## src/rtl/irqmir_pkg.sv

```systemverilog
package irqmir_pkg;

  localparam int NCH = 2;

  // byte addresses whose meaning other logic decodes
  localparam logic [7:0] ADR_ENAB = 8'h51;
  localparam logic [7:0] ADR_MODE = 8'h71;

  // legacy mirror location per channel
  function automatic logic [7:0] leg_addr(input int c);
    return (c == 0) ? 8'h50 : 8'h57;
  endfunction

  function automatic int leg_bit(input int c);
    return (c == 0) ? 2 : 4;
  endfunction

  // positions inside the mode byte
  function automatic int mode_pend_bit(input int c);
    return 2 + c;
  endfunction

  function automatic int mode_blk_bit(input int c);
    return 4 + c;
  endfunction

endpackage

```

## src/rtl/irq_pend_cell.sv

```systemverilog
module irq_pend_cell (
  input  logic clk,
  input  logic rst,
  input  logic lvl,
  input  logic clr,
  output logic pend
);
  logic lvl_q;
  logic rise, fall;

  assign rise = lvl & ~lvl_q;
  assign fall = ~lvl & lvl_q;

  always_ff @(posedge clk) begin
    if (rst) begin
      lvl_q <= 1'b0;
      pend  <= 1'b0;
    end else begin
      lvl_q <= lvl;
      if (rise)
        pend <= 1'b1;          // hardware set beats a same-cycle clear
      else if (fall || clr)
        pend <= 1'b0;
    end
  end
endmodule

```

## src/rtl/irq_cfg_decode.sv

```systemverilog
module irq_cfg_decode
  import irqmir_pkg::*;
#(
  parameter int ADDR_W = 8,
  parameter int DATA_W = 32,
  localparam int NBYTE = DATA_W / 8,
  localparam int LW    = $clog2(NBYTE),
  localparam int DW_W  = ADDR_W - LW
) (
  input  logic              wr,
  input  logic [DW_W-1:0]   dw,
  input  logic [NBYTE-1:0]  be,
  input  logic [DATA_W-1:0] wdata,
  output logic [NCH-1:0]    clr,
  output logic [NCH-1:0]    blk_we,
  output logic [NCH-1:0]    blk_val
);
  logic [ADDR_W-1:0] ba;
  logic [7:0]        bv;

  always_comb begin
    clr     = '0;
    blk_we  = '0;
    blk_val = '0;
    ba      = '0;
    bv      = '0;
    if (wr) begin
      for (int b = 0; b < NBYTE; b++) begin
        ba = {dw, LW'(b)};
        bv = wdata[8*b +: 8];
        if (be[b]) begin
          for (int c = 0; c < NCH; c++) begin
            if (ba == ADDR_W'(leg_addr(c)) && bv[leg_bit(c)])
              clr[c] = 1'b1;
            if (ba == ADDR_W'(ADR_MODE)) begin
              if (bv[mode_pend_bit(c)])
                clr[c] = 1'b1;
              blk_we[c]  = 1'b1;
              blk_val[c] = bv[mode_blk_bit(c)];
            end
          end
        end
      end
    end
  end
endmodule

```

## src/rtl/irq_cfg_readback.sv

```systemverilog
module irq_cfg_readback
  import irqmir_pkg::*;
#(
  parameter int ADDR_W = 8,
  parameter int DATA_W = 32,
  parameter logic [7:0] ENAB_VAL = 8'h04,
  localparam int NBYTE = DATA_W / 8,
  localparam int LW    = $clog2(NBYTE),
  localparam int DW_W  = ADDR_W - LW
) (
  input  logic              clk,
  input  logic              rst,
  input  logic [DW_W-1:0]   dw,
  input  logic [NCH-1:0]    pend,
  input  logic [NCH-1:0]    blk,
  output logic [DATA_W-1:0] rdata
);
  logic [DATA_W-1:0] view;
  logic [ADDR_W-1:0] ba;
  logic [7:0]        bv;

  always_comb begin
    view = '0;
    ba   = '0;
    bv   = '0;
    for (int b = 0; b < NBYTE; b++) begin
      ba = {dw, LW'(b)};
      bv = '0;
      if (ba == ADDR_W'(ADR_ENAB))
        bv = ENAB_VAL;
      for (int c = 0; c < NCH; c++) begin
        if (ba == ADDR_W'(leg_addr(c)))
          bv[leg_bit(c)] = pend[c];
        if (ba == ADDR_W'(ADR_MODE)) begin
          bv[mode_pend_bit(c)] = pend[c];
          bv[mode_blk_bit(c)]  = blk[c];
        end
      end
      view[8*b +: 8] = bv;
    end
  end

  always_ff @(posedge clk) begin
    if (rst) rdata <= '0;
    else     rdata <= view;
  end
endmodule

```

## src/rtl/irq_line_gen.sv

```systemverilog
module irq_line_gen #(
  parameter int NCH = 2
) (
  input  logic           clk,
  input  logic           rst,
  input  logic [NCH-1:0] pend,
  input  logic [NCH-1:0] blk,
  output logic           irq
);
  always_ff @(posedge clk) begin
    if (rst) irq <= 1'b0;
    else     irq <= |(pend & ~blk);
  end
endmodule

```

## src/rtl/irq_mirror_ctrl.sv

```systemverilog
module irq_mirror_ctrl
  import irqmir_pkg::*;
#(
  parameter int ADDR_W    = 8,
  parameter int DATA_W    = 32,
  parameter bit SECOND_ON = 1'b0,
  localparam int NBYTE = DATA_W / 8,
  localparam int LW    = $clog2(NBYTE),
  localparam int DW_W  = ADDR_W - LW
) (
  input  logic              clk,
  input  logic              rst,
  input  logic              cfg_wr,
  input  logic [DW_W-1:0]   cfg_dw,
  input  logic [NBYTE-1:0]  cfg_be,
  input  logic [DATA_W-1:0] cfg_wdata,
  input  logic [NCH-1:0]    irq_lvl,
  output logic [DATA_W-1:0] cfg_rdata,
  output logic              irq_out
);
  localparam logic [7:0] ENAB_VAL = SECOND_ON ? 8'h0C : 8'h04;

  logic [NCH-1:0] clr, blk_we, blk_val;
  logic [NCH-1:0] pend, blk;

  irq_cfg_decode #(.ADDR_W(ADDR_W), .DATA_W(DATA_W)) u_dec (
    .wr(cfg_wr), .dw(cfg_dw), .be(cfg_be), .wdata(cfg_wdata),
    .clr(clr), .blk_we(blk_we), .blk_val(blk_val)
  );

  for (genvar c = 0; c < NCH; c++) begin : g_ch
    irq_pend_cell u_cell (
      .clk(clk), .rst(rst), .lvl(irq_lvl[c]), .clr(clr[c]), .pend(pend[c])
    );

    always_ff @(posedge clk) begin
      if (rst)            blk[c] <= 1'b0;
      else if (blk_we[c]) blk[c] <= blk_val[c];
    end
  end

  irq_cfg_readback #(.ADDR_W(ADDR_W), .DATA_W(DATA_W), .ENAB_VAL(ENAB_VAL)) u_rd (
    .clk(clk), .rst(rst), .dw(cfg_dw), .pend(pend), .blk(blk), .rdata(cfg_rdata)
  );

  irq_line_gen #(.NCH(NCH)) u_line (
    .clk(clk), .rst(rst), .pend(pend), .blk(blk), .irq(irq_out)
  );
endmodule

```

## config.mk

```make
export PLATFORM = sky130hd
export DESIGN_NAME = irq_mirror_ctrl
export DESIGN_NICKNAME = d
export VERILOG_FILES = /design/src/rtl/irqmir_pkg.sv /design/src/rtl/irq_pend_cell.sv /design/src/rtl/irq_cfg_decode.sv /design/src/rtl/irq_cfg_readback.sv /design/src/rtl/irq_line_gen.sv /design/src/rtl/irq_mirror_ctrl.sv
export SDC_FILE = /design/constraint.sdc
export NUM_CORES = 1
export LEC_CHECK = 0
export BUFFER_PORTS_ARGS = -buffer_cell sky130_fd_sc_hd__buf_2
export CORE_MARGIN = 2
export CORE_UTILIZATION = 36
export DETAILED_ROUTE_END_ITERATION = 8
export PLACE_DENSITY = 0.9
export RECOVER_POWER = 25
export SLEW_MARGIN = 40
export SYNTH_ARGS = -nofsm -noshare
export SYNTH_HDL_FRONTEND = slang
export SYNTH_SLANG_ARGS = --single-unit
```

## constraint.sdc

```tcl
create_clock -name clk -period 2.9 [get_ports clk]
set_input_delay 0.29 -clock clk [delete_from_list [all_inputs] [get_ports clk]]
set_output_delay 0.29 -clock clk [all_outputs]
set_load 0.005 [all_outputs]
```

* Yosys cells after proc, flatten, opt, wreduce, memory -nomap -nowiden
Index checks and enable logic that the tools add are counted.
** Storage, ports and cells
- Register bits :: 39
- Bits of input ports :: 47
- Output and inout bits :: 33
** Operators by class
- Eq/ne operators :: 3
- Mux-type cells :: 26
- Bitwise operators :: 12
- Reductions and logical operators :: 9
** Operators by type and width (count)
- == test 6 x 5 -> 1 bit, second input constant :: 3
- 2-to-1 mux 1 bit :: 18
- 2-to-1 mux 2 bit :: 7
- inverter 1 bit :: 6
- OR reduction 2 bit :: 3
- bitwise AND 1 bit :: 4
- nonzero test 2 bit :: 2
- 2-to-1 mux 3 bit :: 1
- bitwise AND 2 bit :: 1
- logical AND 1 bit :: 2
- logical OR 1 bit :: 2
- inverter 2 bit :: 1

* Longest topological paths before layout
- Depth in word-level cells :: 13
- Mapped depth :: 3

* By module
From an unflattened synthesis, not the netlist that was laid out.
** Unflattened totals
- Cells, all modules :: 81
- Area total of the unflattened synthesis :: 764.5 um^2
** Modules (own cells, without submodules)
- irq_cfg_readback :: times used 1, cells each 43, area an instance 411.6 um^2, sequential area each 120.1 um^2
- irq_pend_cell :: times used 2, cells each 7, area an instance 71.3 um^2, sequential area each 40.0 um^2
- irq_cfg_decode :: times used 1, cells each 14, area an instance 101.3 um^2, sequential area each 0.0 um^2
- irq_mirror_ctrl :: times used 1, cells each 6, area an instance 67.6 um^2, sequential area each 40.0 um^2
- irq_line_gen :: times used 1, cells each 4, area an instance 41.3 um^2, sequential area each 20.0 um^2

* Worst setup path before layout
No wires, ideal clock.
- Path kind :: input to register
- Start point :: input cfg_dw[5]
- End point :: register blk[0]
- Setup time :: 72 ps
- Arrival :: 1055 ps
- Data required time :: 2828 ps
- Path slack :: 1773 ps
- Cell stages on the path :: 3
- Buffers on the path :: 0
- Cells stage by stage :: nand4bb_4 -> nor4_4 -> mux2i_1
** On the way
- Longest elaborated chain between the ends :: 4
- Elaborated cells between the ends (all ways) :: 7
- Classes of those cells :: eq/ne: 1; mux: 6
** RTL lines
- from (decl) :: RTL line irq_mirror_ctrl.sv:14 : input logic [DW_W-1:0] cfg_dw,
- == test 6 x 5 -> 1 bit * :: RTL line irq_cfg_decode.sv:35 : if (ba == ADDR_W'(ADR_MODE)) begin
- 2-to-1 mux 1 bit :: RTL line irq_cfg_decode.sv:35
- 2-to-1 mux 2 bit :: RTL line irq_cfg_decode.sv:31 : if (be[b]) begin
- 2-to-1 mux 2 bit :: RTL line irq_cfg_decode.sv:27 : if (wr) begin
- to (signal, indexed assignment) :: RTL line irq_mirror_ctrl.sv:38 : else if (blk_we[c]) blk[c] <= blk_val[c];
- to (decl) :: RTL line irq_mirror_ctrl.sv:24 : logic [NCH-1:0] pend, blk;
Mark *: on every way between the ends. The rest lies on a longest branch, timed or not.
A chain may end at the register's enable or synchronous reset.

* Worst setup path in the final report
- Start point :: input cfg_dw[5]
- End point :: register u_rd.rdata[2]
** On the way
- Longest elaborated chain between the ends :: 3
** RTL lines
- == test 6 x 5 -> 1 bit :: RTL line irq_cfg_readback.sv:32 : if (ba == ADDR_W'(leg_addr(c)))
- inverter 1 bit (no source line)
- OR reduction 2 bit (no source line)
- to (signal assigned) :: RTL line irq_cfg_readback.sv:45 : else rdata <= view;
- to (decl) :: RTL line irq_cfg_readback.sv:16 : output logic [DATA_W-1:0] rdata
Every way passes these cells.

==> results.cfg <==
[status]
run_status = complete, no violations

[clock_tree]
clk_pin_slew_ns = 0.07
clk_latency_ns = 0.27
cts-root-buf = clkbuf_4
cts_buffers = 3
cts_sinks = 13
cts_resized = 0
cts_buffer_depth = 2
cts_tree = built
htree_num_levels = 1
cts_hold_buf = 0
cts_setup_buffers = 0

[setup_path]
path_class = in -> reg
cp-end-kind = register
required_ns = 3.09
r2r_cells = 3
critPathMaxFanout = 5
startpoint_type = input pin
startpoint = cfg_dw[5]
reg2reg_from = g_ch[1].u_cell.lvl_q
cp.arrival_ns = 1.27

[sta]
fmax_ghz = 0.927
tns_ns = 0
rsz0062_at_grt = no
hold_viol = 0
fin_worst_skew_ns = 0.000202
fin_ws_ns = 1.82
slew_viol_final = 0
post-route-min-period_ns = 1.08
period_share = 0.372
setup_viol = 0

[route]
ant_nets = 0
vias = 540
first_pass_iters = 5
routedWlPerCell_um = 8.86
drcViolationCount = 0
drtIter0Drc = 7
via_per_inst = 4.06
drt_wl_total_mm = 1.18

[synthesis]
yosys-top-cells-count = buf_4, dfxtp_1, nand2b_1, nor2b_1
synth.most_common_cell = buf_4
syn_area_per_cell_sq_um = 9.59
synthDominantAreaCellType = dfxtp_1
yosysTopAreaCellShare = 0.348
synth-seq-area-share = 0.348
synth-seq-cells = 13
synth.distinct_cells = 24
syn_inst = 78
synth-main-ff-cell = dfxtp_1
syn_area_sq_um = 748
synth-edff-count = 0
async_reset_ff_frac = 0
yosysWarnings = 0
synth_area_leaders = dfxtp_1, buf_4, nand2b_1

[placed_design]
post-place-ws_ns = 1.55
port_buffers = 26
place_congestion = 0.719
dp_hpwl_mm = 1.01

[global_route]
grt_pass1_wl_mm = 1.83
antenna_found_initial = 0
gr-total-overflow = 0
grt_pass1_vias = 454
grt_max_degree = 13
grt_use_total = 0.101

[pwr]
intPower_mw = 0.258
sequentialPowerShare = 0.549
switchingPower_mw = 0.0805
p_sw_frac = 0.238
combPwrFrac = 0.140
ir_drop_mv = 0.142
p_leak_nw = 0.401
power.total_mw = 0.338
power_density_mw_per_mm2 = 409
p_clk_frac = 0.311

[run]
maxCapViolCount = 0

[finish]
drive_gt1_frac = 0.302
seqCellArea_sq_um = 260
nFillCells = 203
nNetsFinal = 154
insertedDiodeCount = 0
synthToLayoutAreaGrowth_pct = 10.5
multiInputGateArea_sq_um = 367

[hold_path]
hp-class = in -> reg
min_path_cells = 2
min_from = irq_lvl[1]

[floorplanning]
num_io_pins = 80
die_x_um = 49.6
design.core.area_sq_mm = 0.00196
initial_core_util = 0.381
num_rows = 16
die_area_sq_mm = 0.00246
dieHeight_um = 49.6
[cells by family after synthesis]
kind of cell,count (synthesis),share of synthesized area
and+or+nand+nor,26,0.271
other,1,0.00501
AOI/OAI and AO/OA,6,0.0686
DFF,13,0.348
muxes,2,0.0268
buffers and inverters,30,0.281
[worst paths after layout]
path	slack, ns	end
hold reg to reg	0.49	u_rd.rdata[28]
setup reg to reg	1.88	g_ch[1].u_cell.pend
setup / recovery	1.82	u_rd.rdata[2]
hold / removal	0.25	g_ch[1].u_cell.lvl_q
[routing by layer]
metal  wire length [um]  up-vias  global-route usage  part of all wire
met1                396      235              0.0843              0.34
met5                  0        -                   0                 0
met4                 19        0              0.0833             0.016
met2                619       35               0.189              0.53
li1                   -      268                   -                 -
met3                143        2              0.0333              0.12
[cell usage in the layout (no fill, tap or decap), drive strengths merged]
master / n
a2111oi: 2
a21boi: 1
a21oi: 1
and3: 3
buf: 25
clkbuf: 5
conb: 26
dfxtp: 13
inv: 3
mux2i: 2
nand2: 1
nand2b: 6
nand3: 2
nand3b: 1
nand4bb: 1
nor2b: 6
nor3: 1
nor3b: 1
nor4: 3
o22ai: 1
o41ai: 1
or3b: 1
[power groups by stage]
stage	clock, mW	combinational (mW)	sequential [mW]
2_1_floorplan	0	0.0522	0.190
3_3_place_gp	0	0.0465	0.190
3_5_place_dp	0	0.0473	0.190
4_1_cts	0.110	0.0476	0.186
5_1_grt	0.122	0.0537	0.186
6_report	0.105	0.0472	0.186
[critical path: stages]
cell	delay, ns
buf_2	0.09
nand4bb_4	0.26
nor3_1	0.37
nor3b_1	0.25
[flip-flops by register name, indices dropped and copies added, names as in the netlist]
name and count:
u_line.irq 1, g_ch.u_cell.pend 2, g_ch.u_cell.lvl_q 2, u_rd.rdata 6
blk 2
[cell type report]
type | count | area share
multi-input combinational | 60 | 0.443
timing repair buffer | 26 | 0.156
tap | 27 | 0.0408
sequential | 13 | 0.315
clock buffer | 4 | 0.0318
inverter | 3 | 0.0136
[metrics by stage]
step           instance area (sq um)   util  cells  hold WS, ns
3_5_place_dp                     807  0.411    129        0.478
5_1_grt                          827  0.422    133        0.257
6_report                         827  0.422    133        0.255
4_1_cts                          833  0.425    133        0.256
3_3_place_gp                     807  0.411    129        0.473
2_1_floorplan                    842      -    103        0.366
Note: power is estimated with default switching activity, not from simulation.
